**src/rtl/iq_pkg.sv**
```systemverilog
`timescale 1ns/1ps
package iq_pkg;
  parameter int unsigned INSN_W = 32;
  typedef logic [INSN_W-1:0] insn_t;
endpackage

```
**src/rtl/iq_credit.sv**
```systemverilog
`timescale 1ns/1ps
module iq_credit #(
  parameter int DEPTH = 6,
  parameter int WR_W  = 4,
  parameter int CNT_W = 3,
  parameter int REQ_W = 3
) (
  input  logic             clk,
  input  logic             rst_n,
  input  logic             throttle,
  input  logic             flush,
  input  logic [CNT_W-1:0] next_free,
  output logic [REQ_W-1:0] req_cnt
);
  logic [CNT_W-1:0] free_q;

  always_ff @(posedge clk) begin
    if (!rst_n)     free_q <= CNT_W'(DEPTH);
    else if (flush) free_q <= CNT_W'(DEPTH);
    else            free_q <= next_free;
  end

  always_comb begin
    if (throttle || flush)              req_cnt = '0;
    else if (free_q > CNT_W'(WR_W))     req_cnt = REQ_W'(WR_W);
    else                                req_cnt = REQ_W'(free_q);
  end
endmodule

```
**src/rtl/iq_accept.sv**
```systemverilog
`timescale 1ns/1ps
module iq_accept #(
  parameter int WR_W  = 4,
  parameter int REQ_W = 3
) (
  input  logic [WR_W-1:0]  lane_vld,
  input  logic [REQ_W-1:0] grant,
  output logic [REQ_W-1:0] take_n
);
  logic run;
  always_comb begin
    take_n = '0;
    run    = 1'b1;
    for (int i = 0; i < WR_W; i++) begin
      if (run && lane_vld[i] && (REQ_W'(i) < grant)) take_n = REQ_W'(i + 1);
      else run = 1'b0;
    end
  end
endmodule

```
**src/rtl/iq_ring.sv**
```systemverilog
`timescale 1ns/1ps
module iq_ring
  import iq_pkg::*;
#(
  parameter int DEPTH = 6,
  parameter int WR_W  = 4,
  parameter int RD_W  = 2,
  parameter int CNT_W = 3,
  parameter int PTR_W = 3,
  parameter int REQ_W = 3,
  parameter int POP_W = 2
) (
  input  logic             clk,
  input  logic             rst_n,
  input  logic             flush,
  input  logic [REQ_W-1:0] push_n,
  input  insn_t            wr_data [WR_W],
  input  logic [POP_W-1:0] pop_n,
  output insn_t            rd_data [RD_W],
  output logic [CNT_W-1:0] count,
  output logic [CNT_W-1:0] cnt_nxt
);
  insn_t            mem [DEPTH];
  logic [PTR_W-1:0] head, tail;

  function automatic logic [PTR_W-1:0] wrap(input int base, input int off);
    int s;
    s = base + off;
    if (s >= DEPTH) s = s - DEPTH;
    return PTR_W'(s);
  endfunction

  always_comb begin
    if (flush) cnt_nxt = '0;
    else       cnt_nxt = count + CNT_W'(push_n) - CNT_W'(pop_n);
  end

  always_ff @(posedge clk) begin
    if (!rst_n || flush) begin
      head  <= '0;
      tail  <= '0;
      count <= '0;
    end else begin
      head  <= wrap(32'(head), 32'(pop_n));
      tail  <= wrap(32'(tail), 32'(push_n));
      count <= cnt_nxt;
    end
  end

  always_ff @(posedge clk) begin
    for (int i = 0; i < WR_W; i++)
      if (!flush && (REQ_W'(i) < push_n)) mem[wrap(32'(tail), i)] <= wr_data[i];
  end

  always_comb begin
    for (int j = 0; j < RD_W; j++) rd_data[j] = mem[wrap(32'(head), j)];
  end


  no_overflow_chk: assert property (@(posedge clk) disable iff (!rst_n)
    count <= CNT_W'(DEPTH));

  pop_under_chk: assert property (@(posedge clk) disable iff (!rst_n)
    CNT_W'(pop_n) <= count);
endmodule

```
**src/rtl/insn_queue.sv**
```systemverilog
`timescale 1ns/1ps
module insn_queue
  import iq_pkg::*;
#(
  parameter  int DEPTH = 6,
  parameter  int WR_W  = 4,
  parameter  int RD_W  = 2,
  localparam int CNT_W = $clog2(DEPTH + 1),
  localparam int PTR_W = $clog2(DEPTH),
  localparam int REQ_W = $clog2(WR_W + 1),
  localparam int POP_W = $clog2(RD_W + 1),
  localparam int CAP   = (DEPTH < WR_W) ? DEPTH : WR_W
) (
  input  logic                   clk,
  input  logic                   rst_n,
  input  logic                   throttle,
  input  logic                   flush,
  output logic [REQ_W-1:0]       req_cnt,
  input  logic [WR_W-1:0]        rsp_valid,
  input  logic [WR_W*INSN_W-1:0] rsp_insn,
  output logic [RD_W-1:0]        disp_valid,
  input  logic [RD_W-1:0]        disp_ready,
  output logic [RD_W*INSN_W-1:0] disp_insn
);
  logic [REQ_W-1:0] push_n;
  logic [POP_W-1:0] pop_n;
  logic [CNT_W-1:0] count, cnt_nxt, next_free;
  logic [RD_W-1:0]  fire;
  insn_t            wr_data [WR_W];
  insn_t            rd_data [RD_W];

  assign next_free = CNT_W'(DEPTH) - cnt_nxt;

  iq_credit #(.DEPTH(DEPTH), .WR_W(WR_W), .CNT_W(CNT_W), .REQ_W(REQ_W)) u_credit (
    .clk(clk), .rst_n(rst_n), .throttle(throttle), .flush(flush),
    .next_free(next_free), .req_cnt(req_cnt));

  iq_accept #(.WR_W(WR_W), .REQ_W(REQ_W)) u_accept (
    .lane_vld(rsp_valid), .grant(req_cnt), .take_n(push_n));

  iq_ring #(.DEPTH(DEPTH), .WR_W(WR_W), .RD_W(RD_W), .CNT_W(CNT_W), .PTR_W(PTR_W),
            .REQ_W(REQ_W), .POP_W(POP_W)) u_ring (
    .clk(clk), .rst_n(rst_n), .flush(flush), .push_n(push_n), .wr_data(wr_data),
    .pop_n(pop_n), .rd_data(rd_data), .count(count), .cnt_nxt(cnt_nxt));

  for (genvar i = 0; i < WR_W; i++) begin : g_lane
    assign wr_data[i] = rsp_insn[i*INSN_W +: INSN_W];
  end

  for (genvar j = 0; j < RD_W; j++) begin : g_slot
    assign disp_valid[j]              = !flush && (CNT_W'(j) < count);
    assign disp_insn[j*INSN_W +: INSN_W] = rd_data[j];
    if (j == 0) begin : g_first
      assign fire[j] = disp_valid[j] && disp_ready[j];
    end else begin : g_next
      assign fire[j] = disp_valid[j] && disp_ready[j] && fire[j-1];
    end
  end

  always_comb begin
    pop_n = '0;
    for (int j = 0; j < RD_W; j++) if (fire[j]) pop_n = POP_W'(j + 1);
  end


  take_le_grant_chk: assert property (@(posedge clk) disable iff (!rst_n)
    push_n <= req_cnt);

  throttle_hold_chk: assert property (@(posedge clk) disable iff (!rst_n)
    throttle |=> count <= $past(count));

  flush_clear_chk: assert property (@(posedge clk) disable iff (!rst_n)
    flush |=> count == '0);

  flush_refill_chk: assert property (@(posedge clk) disable iff (!rst_n)
    flush |=> (throttle || flush || req_cnt == REQ_W'(CAP)));
endmodule

```
**config.mk**
```make
export PLATFORM = sky130hd
export DESIGN_NAME = insn_queue
export DESIGN_NICKNAME = d
export VERILOG_FILES = /design/src/rtl/iq_pkg.sv /design/src/rtl/iq_credit.sv /design/src/rtl/iq_accept.sv /design/src/rtl/iq_ring.sv /design/src/rtl/insn_queue.sv
export SDC_FILE = /design/constraint.sdc
export NUM_CORES = 1
export LEC_CHECK = 0
export BUFFER_PORTS_ARGS = -buffer_cell sky130_fd_sc_hd__buf_4
export CAP_MARGIN = 20
export CORE_MARGIN = 8
export CORE_UTILIZATION = 25
export DETAILED_ROUTE_END_ITERATION = 6
export PLACE_DENSITY = 0.45
export SLEW_MARGIN = 0
export SYNTH_ARGS = -nofsm -noshare
export SYNTH_HDL_FRONTEND = slang
export SYNTH_HIERARCHICAL = 1
export SYNTH_SLANG_ARGS = --single-unit
```
**constraint.sdc**
```tcl
create_clock -name clk -period 4.5 [get_ports clk]
set_clock_uncertainty 0.1 [all_clocks]
set_input_delay 0.45 -clock clk [delete_from_list [all_inputs] [get_ports clk]]
set_output_delay 0.45 -clock clk [all_outputs]
set_load 0.03 [all_outputs]
```
==> flow_metrics.tcl <==
set metrics [dict create \
    cp_cell_sequence "inv_1, ha_1, nor2b_1, o21ai_0, a32o_2, buf_4, a221oi_1, o22ai_1, buf_4" \
    cts.repair.resized 0 \
    setup_tns_ps 0 \
    final.fill_count 6600 \
    dr_total_vias 15900 \
    drive_above_1_share 0.233 \
    post_cts_buffers 0 \
    rsz0062_at_grt "false" \
    synth_async_sr_flop_share 0 \
    portBuffers 206 \
    crit_fanout 16 \
    yosysTopAreaCellShare 0.355 \
    setup_violations 0 \
    die_x_um 271 \
    grt_overflow_total 0 \
    htree_levels 1 \
    clock_latency_ps 580 \
    synth_edf_count 192 \
    io_pins 207 \
    period_share 0.957 \
    pre_cts_slack_ps 689 \
    cp-end-kind "output pin" \
    antenna_found_initial 12 \
    critPathKind "reg -> out" \
    ys_ff_latch 204 \
    cp_slowest_cell "a32o_2" \
    grt_pass1_wl_mm 115 \
    hp-class "in -> reg" \
    fmax_mhz 232 \
    slew-limit-headroom 0.339 \
    antenna_left 0 \
    finalMaxSlewViolations 0 \
    cpPeakStageDelay_ps 530 \
    ys_types 58 \
    path_clk_slew_ps 60 \
    die_y_um 271 \
    grt_max_degree 65 \
    avgSynthCellArea_um2 9.98 \
    cts_tree "built" \
    postCtsHoldBufs 1 \
    maxCapViolations 0 \
    critical_path_required_ps 3950 \
    area_growth_syn_to_layout_pct 22.3 \
    fin_ws_ps 194 \
    dr.first_iter.drc_count 1500 \
    crit_arrival_ps 3760 \
    grt_usage 0.208 \
    whs_ps 97.4 \
    row_count 93 \
    p_per_area_nw_per_um2 260 \
    utilization 0.308 \
    synthCells 1627 \
    gp_congestion 0.819 \
    drt_wl_total_mm 80.7 \
    cts_sinks 204 \
    hold_viol_final 0 \
    routedWlPerCell_um 30.4 \
    synth_ff_type "edfxtp_1" \
    initial_core_util 0.252 \
    core_um2 64300 \
    synth_fp_nets 1786 \
    syn_area_um2 16200 \
    yosys-top-cells-area "edfxtp_1 36%, mux2i_1 8.1%, o2bb2ai_1 6.9%" \
    cts_buffer_depth 3 \
    yosys.area.top_type "edfxtp_1" \
    synth_commonest_cells "192 x edfxtp_1, 166 x o21ai_0, 131 x mux2i_1" \
    grt_pass1_vias 16100 \
    dpl.hpwl_mm 50.9 \
    cts_root_buffer "clkbuf_16" \
    status "complete, no violations" \
    cts-buffers-inserted 28 \
    multi_input_area_um2 9420 \
    die_area_um2 73300 \
    synthMostInstantiatedCell "edfxtp_1" \
    final_nets 1929 \
    worst_pin_slew_ps 991 \
    route.detailed.drc 0 \
    vias_per_cell 6.00 \
    ys_warn_count 6 \
    start_kind "register" \
    p_leak_nw 7.42 \
    regArea_um2 6010 \
    ys_seq_area_frac 0.370 \
    dr.pass1.iters 6 \
    period_minus_slack_ps 4310 \
    cpMostUsedCell "buf_4" \
    total_power_mw 5.16 \
    vdd_drop_max_v 0.000249 \
]
[stage by stage]
step	cells	cell area [µm²]
finish	2653	19800
CTS	2647	19800
floorplan	1627	16200
global route	2648	19800
global placement	2594	18900
detailed placement	2594	18900
[cells in the final DEF, fill, tap and decap left out, types with 5 or more instances in the layout]
master and n:
a211oi_1 64, a21boi_0 113, a21boi_1 15, a21o_1 67
a21oi_1 9, a221oi_1 33, a31oi_1 128, and2_1 34
buf_12 12, buf_4 277, clkbuf_1 5, clkbuf_16 29
clkinv_1 6, clkinv_2 7, dfxtp_1 11, diode_2 6
edfxtp_1 192, ha_1 17, inv_1 19, mux2i_1 129
mux4_2 32, nand2_1 36, nand2_2 11, nand3_2 6
nor2_1 90, nor2b_1 5, nor3_1 6, o21ai_0 163
o21ai_4 5, o221ai_1 32, o22ai_1 32, o2bb2ai_1 128
xnor2_1 7
[cell families after synthesis]
| group | Yosys count | synth area share |
|---|---|---|
| buffers and inverters | 196 | 0.0640 |
| XOR/XNOR | 11 | 0.00640 |
| AND/OR/NAND/NOR | 230 | 0.0688 |
| adder cells (fa/ha/maj) | 21 | 0.0180 |
| AO/OA/AOI/OAI | 800 | 0.346 |
| multiplexers | 165 | 0.127 |
| flip-flops | 204 | 0.370 |
[worst max-delay path: cells and delay by family (launching register included)]
kind / cells / cell delay, ps
buf+inv: 3 / 880
simple gates: 1 / 140
flops: 1 / 490
compound gates: 4 / 1410
fa+ha+maj: 1 / 250
[routing by layer]
metal | global-route usage | vias to the layer above | wire length (µm)
met5 | 0 | - | 80
met4 | 0.0889 | 12 | 3450
met3 | 0.0476 | 241 | 7230
met2 | 0.344 | 921 | 37400
met1 | 0.259 | 7905 | 32500
li1 | - | 6833 | -
[sequential cells by signal, summed over array words and instances, names as in the netlist]
register         flops
u_ring/count         3
u_ring/mem         192
u_credit/free_q      3
u_ring/tail          3
u_ring/head          3
[path summary, 6_finish.rpt]
check,endpoint,slack (ps),from,depth (start not counted)
min reg2reg,u_ring/head[1]$_SDFF_PP0_,650,u_ring/head[2]$_SDFF_PP0_,2
min,u_ring/mem[3][27]$_DFFE_PP_,100,rsp_insn[123],2
max,disp_insn[34],190,u_ring/head[1]$_SDFF_PP0_,9
max reg2reg,u_ring/mem[5][6]$_DFFE_PP_,1010,u_credit/free_q[2]$_SDFF_PP1_,10
[where the power goes]
group / switching, mW / internal, mW
combinational: 0.417 / 0.285
clock: 0.941 / 1.40
sequential: 0.0143 / 2.11
total: 1.37 / 3.79
[layout make-up]
class,count,area share
Sequential cell,204,0.303
Antenna cell,6,0.000757
Inverter,19,0.00359
Timing Repair Buffer,290,0.117
Clock inverter,18,0.00933
Multi-Input combinational cell,1227,0.475
Tap cell,855,0.0539
Clock buffer,34,0.0375
Power figures use the tool's default switching activity.
